## src/rtl/gpe_hp_pkg.sv

```systemverilog
package gpe_hp_pkg;
  // Default geometry of the hotplug register block
  localparam int unsigned EVT_W_DEF   = 16;  // status / enable word width
  localparam int unsigned SLOTS_DEF   = 32;  // number of hotplug slots
  localparam int unsigned WORD_W_DEF  = 32;  // word bus data width
  localparam int unsigned HP_BIT_DEF  = 1;   // status/enable bit used for hotplug

  // Word bus register selects
  typedef enum logic [1:0] {
    WSEL_UP    = 2'd0,
    WSEL_DOWN  = 2'd1,
    WSEL_EJECT = 2'd2,
    WSEL_NONE  = 2'd3
  } wsel_e;
endpackage

```

## src/rtl/gpe_lane_regs.sv

```systemverilog
// Status (write-one-to-clear) and enable (byte replace) words on byte ports.
module gpe_lane_regs #(
  parameter int unsigned EVT_W  = 16,
  parameter int unsigned HP_BIT = 1,
  localparam int unsigned NLANES = EVT_W / 8,
  localparam int unsigned LANE_W = (NLANES > 1) ? $clog2(NLANES) : 1,
  localparam int unsigned PORT_W = LANE_W + 1
) (
  input  logic              clk,
  input  logic              rst,
  input  logic              wr_en,
  input  logic              rd_en,
  input  logic [PORT_W-1:0] port,
  input  logic [7:0]        wdata,
  input  logic              hw_set,
  output logic [7:0]        rdata,
  output logic [EVT_W-1:0]  sts_o,
  output logic [EVT_W-1:0]  en_o
);
  localparam int unsigned HP_LANE = HP_BIT / 8;
  localparam int unsigned HP_POS  = HP_BIT % 8;

  logic [NLANES-1:0][7:0] sts_q;
  logic [NLANES-1:0][7:0] en_q;

  logic              sel_en;
  logic [LANE_W-1:0] sel_lane;

  assign sel_en   = port[PORT_W-1];
  assign sel_lane = port[LANE_W-1:0];

  genvar l;
  generate
    for (l = 0; l < NLANES; l++) begin : g_lane
      logic       hit_sts;
      logic       hit_en;
      logic [7:0] clr_mask;
      logic [7:0] set_mask;

      always_comb begin
        hit_sts  = wr_en && !sel_en && (sel_lane == LANE_W'(l));
        hit_en   = wr_en &&  sel_en && (sel_lane == LANE_W'(l));
        clr_mask = hit_sts ? wdata : 8'h00;
        set_mask = 8'h00;
        if (hw_set && (l == HP_LANE))
          set_mask[HP_POS] = 1'b1;
      end

      // Status: clear the ones written, then the hardware set takes priority
      always_ff @(posedge clk) begin
        if (rst) begin
          sts_q[l] <= 8'h00;
        end else begin
          sts_q[l] <= (sts_q[l] & ~clr_mask) | set_mask;
        end
      end

      // Enable: a byte write replaces this lane only
      always_ff @(posedge clk) begin
        if (rst) begin
          en_q[l] <= 8'h00;
        end else if (hit_en) begin
          en_q[l] <= wdata;
        end
      end
    end
  endgenerate

  // Registered read path, returns the value before any same-cycle write
  always_ff @(posedge clk) begin
    if (rst) begin
      rdata <= 8'h00;
    end else if (rd_en) begin
      rdata <= sel_en ? en_q[sel_lane] : sts_q[sel_lane];
    end
  end

  assign sts_o = sts_q;
  assign en_o  = en_q;
endmodule

```

## src/rtl/hp_slot_maps.sv

```systemverilog
// Up and down slot bitmaps: written by hotplug events and by software.
module hp_slot_maps
  import gpe_hp_pkg::*;
#(
  parameter int unsigned SLOTS  = 32,
  parameter int unsigned WORD_W = 32,
  localparam int unsigned SLOT_W = $clog2(SLOTS)
) (
  input  logic              clk,
  input  logic              rst,
  input  logic              ev_valid,
  input  logic              ev_insert,
  input  logic [SLOT_W-1:0] ev_slot,
  input  logic              wr_en,
  input  logic              rd_en,
  input  logic [1:0]        addr,
  input  logic [WORD_W-1:0] wdata,
  output logic [WORD_W-1:0] rdata,
  output logic [SLOTS-1:0]  up_o,
  output logic [SLOTS-1:0]  down_o
);
  logic [SLOTS-1:0] up_q;
  logic [SLOTS-1:0] down_q;
  logic [SLOTS-1:0] ev_onehot;
  logic             wr_up;
  logic             wr_down;

  always_comb begin
    ev_onehot          = '0;
    ev_onehot[ev_slot] = 1'b1;
  end

  assign wr_up   = wr_en && (addr == WSEL_UP);
  assign wr_down = wr_en && (addr == WSEL_DOWN);

  // An event overrides a software write in the same cycle
  always_ff @(posedge clk) begin
    if (rst) begin
      up_q   <= '0;
      down_q <= '0;
    end else if (ev_valid) begin
      up_q   <= ev_insert ? ev_onehot : '0;
      down_q <= ev_insert ? '0 : ev_onehot;
    end else begin
      if (wr_up)
        up_q <= wdata[SLOTS-1:0];
      if (wr_down)
        down_q <= wdata[SLOTS-1:0];
    end
  end

  always_ff @(posedge clk) begin
    if (rst) begin
      rdata <= '0;
    end else if (rd_en) begin
      case (addr)
        WSEL_UP:   rdata <= WORD_W'(up_q);
        WSEL_DOWN: rdata <= WORD_W'(down_q);
        default:   rdata <= '0;
      endcase
    end
  end

  assign up_o   = up_q;
  assign down_o = down_q;
endmodule

```

## src/rtl/eject_pick.sv

```systemverilog
// Turns an eject mask into a strobe with the lowest selected slot number.
module eject_pick #(
  parameter int unsigned SLOTS  = 32,
  localparam int unsigned SLOT_W = $clog2(SLOTS)
) (
  input  logic              clk,
  input  logic              rst,
  input  logic              req,
  input  logic [SLOTS-1:0]  mask,
  output logic              strobe,
  output logic [SLOT_W-1:0] slot
);
  logic [SLOT_W-1:0] low_idx;
  logic              any_set;

  // Scan from the top so the lowest set bit is the last assignment
  always_comb begin
    low_idx = '0;
    for (int i = SLOTS - 1; i >= 0; i--) begin
      if (mask[i])
        low_idx = SLOT_W'(i);
    end
  end

  assign any_set = |mask;

  always_ff @(posedge clk) begin
    if (rst) begin
      strobe <= 1'b0;
      slot   <= '0;
    end else begin
      strobe <= req && any_set;
      if (req && any_set)
        slot <= low_idx;
    end
  end
endmodule

```

## src/rtl/gpe_hotplug_regs.sv

```systemverilog
module gpe_hotplug_regs
  import gpe_hp_pkg::*;
#(
  parameter int unsigned EVT_W  = EVT_W_DEF,
  parameter int unsigned SLOTS  = SLOTS_DEF,
  parameter int unsigned WORD_W = WORD_W_DEF,
  parameter int unsigned HP_BIT = HP_BIT_DEF,
  localparam int unsigned SLOT_W = $clog2(SLOTS)
) (
  input  logic              clk,
  input  logic              rst,
  input  logic              byte_wr_en,
  input  logic              byte_rd_en,
  input  logic [1:0]        byte_port,
  input  logic [7:0]        byte_wdata,
  output logic [7:0]        byte_rdata,
  input  logic              word_wr_en,
  input  logic              word_rd_en,
  input  logic [1:0]        word_addr,
  input  logic [WORD_W-1:0] word_wdata,
  output logic [WORD_W-1:0] word_rdata,
  input  logic              hp_valid,
  input  logic              hp_insert,
  input  logic [SLOT_W-1:0] hp_slot,
  output logic              sci,
  output logic              eject_strobe,
  output logic [SLOT_W-1:0] eject_slot
);
  logic [EVT_W-1:0] gpe_sts_w;
  logic [EVT_W-1:0] gpe_en_w;
  logic [SLOTS-1:0] up_map_w;
  logic [SLOTS-1:0] down_map_w;
  logic             sci_q;
  logic             eject_req;

  gpe_lane_regs #(
    .EVT_W  (EVT_W),
    .HP_BIT (HP_BIT)
  ) u_lanes (
    .clk    (clk),
    .rst    (rst),
    .wr_en  (byte_wr_en),
    .rd_en  (byte_rd_en),
    .port   (byte_port),
    .wdata  (byte_wdata),
    .hw_set (hp_valid),
    .rdata  (byte_rdata),
    .sts_o  (gpe_sts_w),
    .en_o   (gpe_en_w)
  );

  hp_slot_maps #(
    .SLOTS  (SLOTS),
    .WORD_W (WORD_W)
  ) u_maps (
    .clk       (clk),
    .rst       (rst),
    .ev_valid  (hp_valid),
    .ev_insert (hp_insert),
    .ev_slot   (hp_slot),
    .wr_en     (word_wr_en),
    .rd_en     (word_rd_en),
    .addr      (word_addr),
    .wdata     (word_wdata),
    .rdata     (word_rdata),
    .up_o      (up_map_w),
    .down_o    (down_map_w)
  );

  assign eject_req = word_wr_en && (word_addr == WSEL_EJECT);

  eject_pick #(
    .SLOTS (SLOTS)
  ) u_eject (
    .clk    (clk),
    .rst    (rst),
    .req    (eject_req),
    .mask   (word_wdata[SLOTS-1:0]),
    .strobe (eject_strobe),
    .slot   (eject_slot)
  );

  // Interrupt pulse: enable sampled in the event cycle, high for one cycle
  always_ff @(posedge clk) begin
    if (rst) begin
      sci_q <= 1'b0;
    end else begin
      sci_q <= hp_valid && gpe_en_w[HP_BIT];
    end
  end

  assign sci = sci_q;
endmodule

```

## config.mk

```make
export PLATFORM = sky130hd
export DESIGN_NAME = gpe_hotplug_regs
export DESIGN_NICKNAME = d
export VERILOG_FILES = /design/src/rtl/gpe_hp_pkg.sv /design/src/rtl/gpe_lane_regs.sv /design/src/rtl/hp_slot_maps.sv /design/src/rtl/eject_pick.sv /design/src/rtl/gpe_hotplug_regs.sv
export SDC_FILE = /design/constraint.sdc
export NUM_CORES = 1
export LEC_CHECK = 0
export BUFFER_PORTS_ARGS = -buffer_cell sky130_fd_sc_hd__buf_2
export CAP_MARGIN = 5
export CORE_UTILIZATION = 45
export DETAILED_ROUTE_END_ITERATION = 8
export GPL_TIMING_DRIVEN = 0
export PLACE_DENSITY = 0.66
export SLEW_MARGIN = 10
export SYNTH_ARGS = -nofsm -noshare
export SYNTH_HDL_FRONTEND = slang
export SYNTH_SLANG_ARGS = --single-unit
```

## constraint.sdc

```tcl
create_clock -name clk -period 4.91 [get_ports clk]
set_input_delay 0.982 -clock clk [delete_from_list [all_inputs] [get_ports clk]]
set_output_delay 0.982 -clock clk [all_outputs]
set_load 0.03 [all_outputs]
```

# Word-level counts from Yosys, hierarchy flattened

Index checks and enable logic that the tools add are counted.

Bits in registers: 143
Latch bits: 0
Bits in writable memories: 0
Memory bits (read-only): 0
Input bits: 57
Output and inout bits: 47
Memories kept: 0

Add/subtract/negate cells: 0
$mul: 0
Div/mod/pow operators: 0
$lt $le $gt $ge: 3
Equal/unequal tests: 2
Shift-type cells: 0
Mux-type cells: 49
Bitwise gates (word level): 6
Reduce and logical (&&, ||, !) cells: 17

Operator list:

| kind                                                                                | number |
|---|---|
| 32-bit two-way mux                                                                  | 6 |
| 5-bit two-way mux                                                                   | 32 |
| 32-bit one-hot mux with 2 select lines                                              | 1 |
| 8-bit two-way mux                                                                   | 7 |
| 32-bit OR reduction                                                                 | 1 |
| 8-bit bitwise AND                                                                   | 2 |
| 8-bit inverter                                                                      | 2 |
| 1-bit logical AND                                                                   | 12 |
| 8-bit by 2-bit OR with 8-bit output                                                 | 1 |
| 5-bit by 6-bit less-than comparator with 1-bit output, second input constant        | 1 |
| 1-bit demux with 5-bit select                                                       | 1 |
| 5-bit by 1-bit greater-or-equal comparator with 1-bit output, second input constant | 1 |
| 2-bit nonzero test                                                                  | 2 |
| 2-bit by 1-bit equality test with 1-bit output, second input constant               | 1 |
| 2-bit equality test, second input constant                                          | 1 |
| 2-bit zero test                                                                     | 1 |
| 1-bit by 2-bit less-than comparator with 1-bit output, second input constant        | 1 |
| 1-bit two-way mux                                                                   | 2 |
| 1-bit zero test                                                                     | 1 |
| 1-bit inverter                                                                      | 1 |

# Logic depth before layout (Yosys ltp)

Depth in word-level cells: 32
Gate-level depth with buffers: 7
Depth with buffers taken out: 5

# By module

A second synthesis with hierarchy kept.

Cells, all modules: 760
Area, all modules: 6,886.6 µm²

By module, submodules not included:

| module           | instances | cells an instance | area an instance (µm²) | sequential area each (µm²) |
|---|---|---|---|---|
| hp_slot_maps     | 1         | 532               | 4,697.0                | 1,921.8 |
| gpe_lane_regs    | 1         | 142               | 1,587.8                | 800.8 |
| eject_pick       | 1         | 83                | 564.3                  | 120.1 |
| gpe_hotplug_regs | 1         | 3                 | 37.5                   | 20.0 |

# Least setup slack after synthesis

Ideal clock, no wire load.

Kind: input -> register
Start point: in word_wdata[19]
End point: reg u_eject.slot[1]
Arrival: 2,118 ps
Slack: 2,674 ps
Stages on the path: 5
Path buffers: 0
Path through: nor4_1 > nand4_2 > o21ai_4 > nor4_1 > a32o_1

Word-level cells in the longest chain between the ends: 20
Elaborated cells between the ends (all ways): 22
Classes of those cells: 20 x mux; 2 x reduce/logical

Ends and longest elaborated chain:

| item                            | RTL line               | text |
|---|---|---|
| start: declaration              | gpe_hotplug_regs.sv:20 | `input logic [WORD_W-1:0] word_wdata,` |
| 5-bit two-way mux (20 in a row) | eject_pick.sv:20       | `if (mask[i])` |
| end signal: assignment          | eject_pick.sv:34       | `slot <= low_idx;` |
| end: declaration                | eject_pick.sv:11       | `output logic [SLOT_W-1:0] slot` |

Several ways; a longest one is shown, not always the timed one.
A chain may end at the register's enable or synchronous reset.

# Final worst setup path

Start point: in byte_port[1]
End point: reg u_lanes.en_q (netlist bit u_lanes.en_o[13])

Word-level cells in the longest chain between the ends: 2

Ends and longest elaborated chain:

| item                           | RTL line               | text |
|---|---|---|
| start: declaration             | gpe_hotplug_regs.sv:14 | `input logic [1:0] byte_port,` |
| 1-bit logical AND (2 in a row) | gpe_lane_regs.sv:42    | `hit_en = wr_en && sel_en && (sel_lane == LANE_W'(l));` |
| end signal: indexed assignment | gpe_lane_regs.sv:63    | `en_q[l] <= wdata;` |
| end: declaration               | gpe_lane_regs.sv:24    | `logic [NLANES-1:0][7:0] en_q;` |

No other way between the ends.

==> metrics <==
run status=finished, final reports clean; Max Clock Skew=6.632 ps; DRT Pass-1 Iters=5; sequential area share after synthesis=0.4412; layout cells sized above 1=0.2153; DR vias=5,957; total gr overflow=0; CTS Buf Count=17; met2 WL post-DR=8.173 mm; 1st-iter DRT viols=498; Slew Viols, Final=0; Crit Path Class=input port to flip-flop; cts repair resizes=0; Crit Path Max Fanout=10; hpwl dp=13.26 mm; CTS Buffer Depth=2; Starting Density=0.4639; Worst setup SP type=input port; Remaining DRCs=0; number of global-route vias before repair=5,521; final hold violation count=0; Cells after Synth=749; Total GRT Usage=0.2562; Cell variety after synth=45; drt wl/cell=17.56 µm; met3 WL=1.269 mm; # port buffers=97; Crit path max-delay family=simple AND/OR/NAND/NOR gates; FMAX=434.4 MHz; pwr dens=361.4 mW/mm²; GP Congestion=0.8783; WL final=18.57 mm; CP max stage delay=610 ps; VDD IR max=273.2 µV; TritonCTS clock tree=built; fillers=1,337; Top FF cell, synth=dfxtp_1; Clock Pin Slew Worst Setup and Hold Paths=60 ps; CTS Root Cell=clkbuf_16; TNS Setup=0 ps; fin crit period=2302 ps; Hold WC Path Type=flip-flop to flip-flop; Post CTS Setup Buffer Count=0; Die X=122.1 µm; EDFF count, synth=0; Rows=43; Post-Syn Area=0.006489 mm²; Post-Syn Nets=806; Leak Pwr=0.003199 µW; initial antenna violation count=0; Critical Path End Type=flip-flop; CP bufs+invs=2; Worst EP arrival=2600 ps; Yosys reg bits=143; Die ar.=0.01490 mm²; Syn Area/Cell=8.663 µm²; area grow syn2layout=19.69%; Slowest-stage cell, CP=nand3_1; Rel. slew slack=0.5425; Detail Route Antenna Nets=0; latest clock arrival within the worst-skew pair=440 ps; Ant. Diodes=0; nets@finish=922; die height=122.1 µm; final count of negative-setup-slack endpoints=0; hold buffer count at cts=0; Vias/cell=5.630; max-cap viol count=0; worst endpoint required time=5210 ps; warnings from Yosys=0; num ports=104; H-tree level count=4; clock sink count=143; first-pass GRT wire length=28.79 mm; RSZ-0062 raised after global routing=no; critical path, cell by cell=buf_2 -> clkbuf_1 -> nand3_1 -> mux2i_1 -> nor2_1; max layer used=met4; M1 WL=8.676 mm; largest net degree at the start of global routing=17; total power=2807 µW; Tcrit/Tclk final=0.4688; worst slew pin tran=683.3 ps; Synth async-reset ratio=0; Core Footprint=0.01399 mm²
[report_power, final]
group / total (µW) / switching, µW / internal, µW
sequential: 1240 / 22.9 / 1210
clock: 1240 / 512 / 725
combinational: 335 / 211 / 124
[state kept, by name (all words and copies together) (netlist names)]
signal / flops
u_maps.down_o: 32
u_maps.rdata: 32
u_maps.up_o: 32
u_lanes.en_o: 16
u_lanes.sts_o: 16
u_lanes.rdata: 8
u_eject.slot: 5
sci: 1
u_eject.strobe: 1
[layer usage]
metal,up-vias,global-route usage
li1,2887,-
met1,2805,0.3419
met2,222,0.3916
met3,43,0.06835
met4,0,0.1021
met5,-,0
[per-stage QoR]
| step | setup WS (ps) | cell area, µm² | hold WS (ps) | std cells | util |
|---|---|---|---|---|---|
| 3_3_place_gp | 2191 | 7199 | 415.8 | 1026 | 0.5147 |
| 5_1_grt | 2447 | 7766 | 450.3 | 1058 | 0.5552 |
| 6_report | 2608 | 7766 | 431.8 | 1058 | 0.5552 |
| 2_1_floorplan | 2674 | 6489 | 409.0 | 749 | - |
| 3_5_place_dp | 2201 | 7199 | 423.5 | 1026 | 0.5147 |
| 4_1_cts | 2609 | 7766 | 432.8 | 1058 | 0.5552 |
[logic make-up (layout without fill, tap and decap cells)]
kind of cell,after synthesis,count (layout),synth area share
flops,143,143,0.4412
mux,64,64,0.1203
compound gates,206,206,0.1942
buf+inv,62,191,0.03876
simple gates,274,274,0.2056
[cells in the final DEF (no fill, tap or decap), types with 30 or more instances in the layout]
cell type  instances
a21oi_1           54
buf_2            106
clkbuf_1          42
dfxtp_1          143
mux2_2            32
nand2b_1          30
nor2_1           135
nor2b_1           38
o211ai_1          64
o21ai_0           64
[synth_stat cells, types with 2 or more instances]
master / number / share of area
dfxtp_1: 143 / 0.44
nor2_1: 135 / 0.078
o211ai_1: 64 / 0.074
o21ai_0: 64 / 0.049
a21oi_1: 54 / 0.042
clkbuf_1: 41 / 0.024
nor2b_1: 38 / 0.037
mux2_2: 32 / 0.056
nand2b_1: 30 / 0.029
nand2_1: 27 / 0.016
mux2i_1: 24 / 0.037
nor4_1: 10 / 0.0096
buf_2: 9 / 0.0069
nand3_1: 9 / 0.0069
mux4_2: 8 / 0.028
inv_1: 7 / 0.0041
nor3_1: 5 / 0.0039
nand3b_1: 4 / 0.0046
o21ai_1: 4 / 0.0031
o31ai_1: 4 / 0.0046
a31oi_1: 3 / 0.0029
buf_1: 3 / 0.0017
a2111oi_0: 2 / 0.0027
a211oi_1: 2 / 0.0023
and3_1: 2 / 0.0019
buf_4: 2 / 0.0023
nand4_1: 2 / 0.0019
o21bai_1: 2 / 0.0023
or2b_1: 2 / 0.0023
or3b_2: 2 / 0.0027
[worst paths after layout]
| path | startpoint | endpoint | slack (ps) | cells past startpoint |
|---|---|---|---|---|
| min | u_lanes.sts_o[2]$_SDFF_PP0_ | u_lanes.sts_o[2]$_SDFF_PP0_ | 430 | 2 |
| min reg2reg | u_lanes.sts_o[2]$_SDFF_PP0_ | u_lanes.sts_o[2]$_SDFF_PP0_ | 430 | 2 |
| max | byte_port[1] | u_lanes.en_o[13]$_SDFFE_PP0P_ | 2610 | 5 |
| max reg2reg | u_lanes.en_o[1]$_SDFFE_PP0P_ | u_lanes.rdata[1]$_SDFFE_PP0P_ | 3790 | 3 |
[tightest hold or removal path, delay by kind of cell (launching register included)]
kind / cells / cell delay (ps)
AND/OR/NAND/NOR: 1 / 50
AO/OA/AOI/OAI: 1 / 30
flip-flops: 1 / 310
[layout make-up]
| cell class | instances | area (µm²) | area share |
|---|---|---|---|
| inverter | 7 | 26.28 | 0.003383 |
| multi-input combinational | 544 | 3374 | 0.4345 |
| clock buffer | 20 | 456.7 | 0.05880 |
| clock inverter | 12 | 110.1 | 0.01418 |
| buffer | 55 | 225.2 | 0.02900 |
| timing repair buffer | 97 | 485.5 | 0.06251 |
| sequential | 143 | 2863 | 0.3686 |
| tap | 180 | 225.2 | 0.02900 |
(Power assumes the default switching activity.)
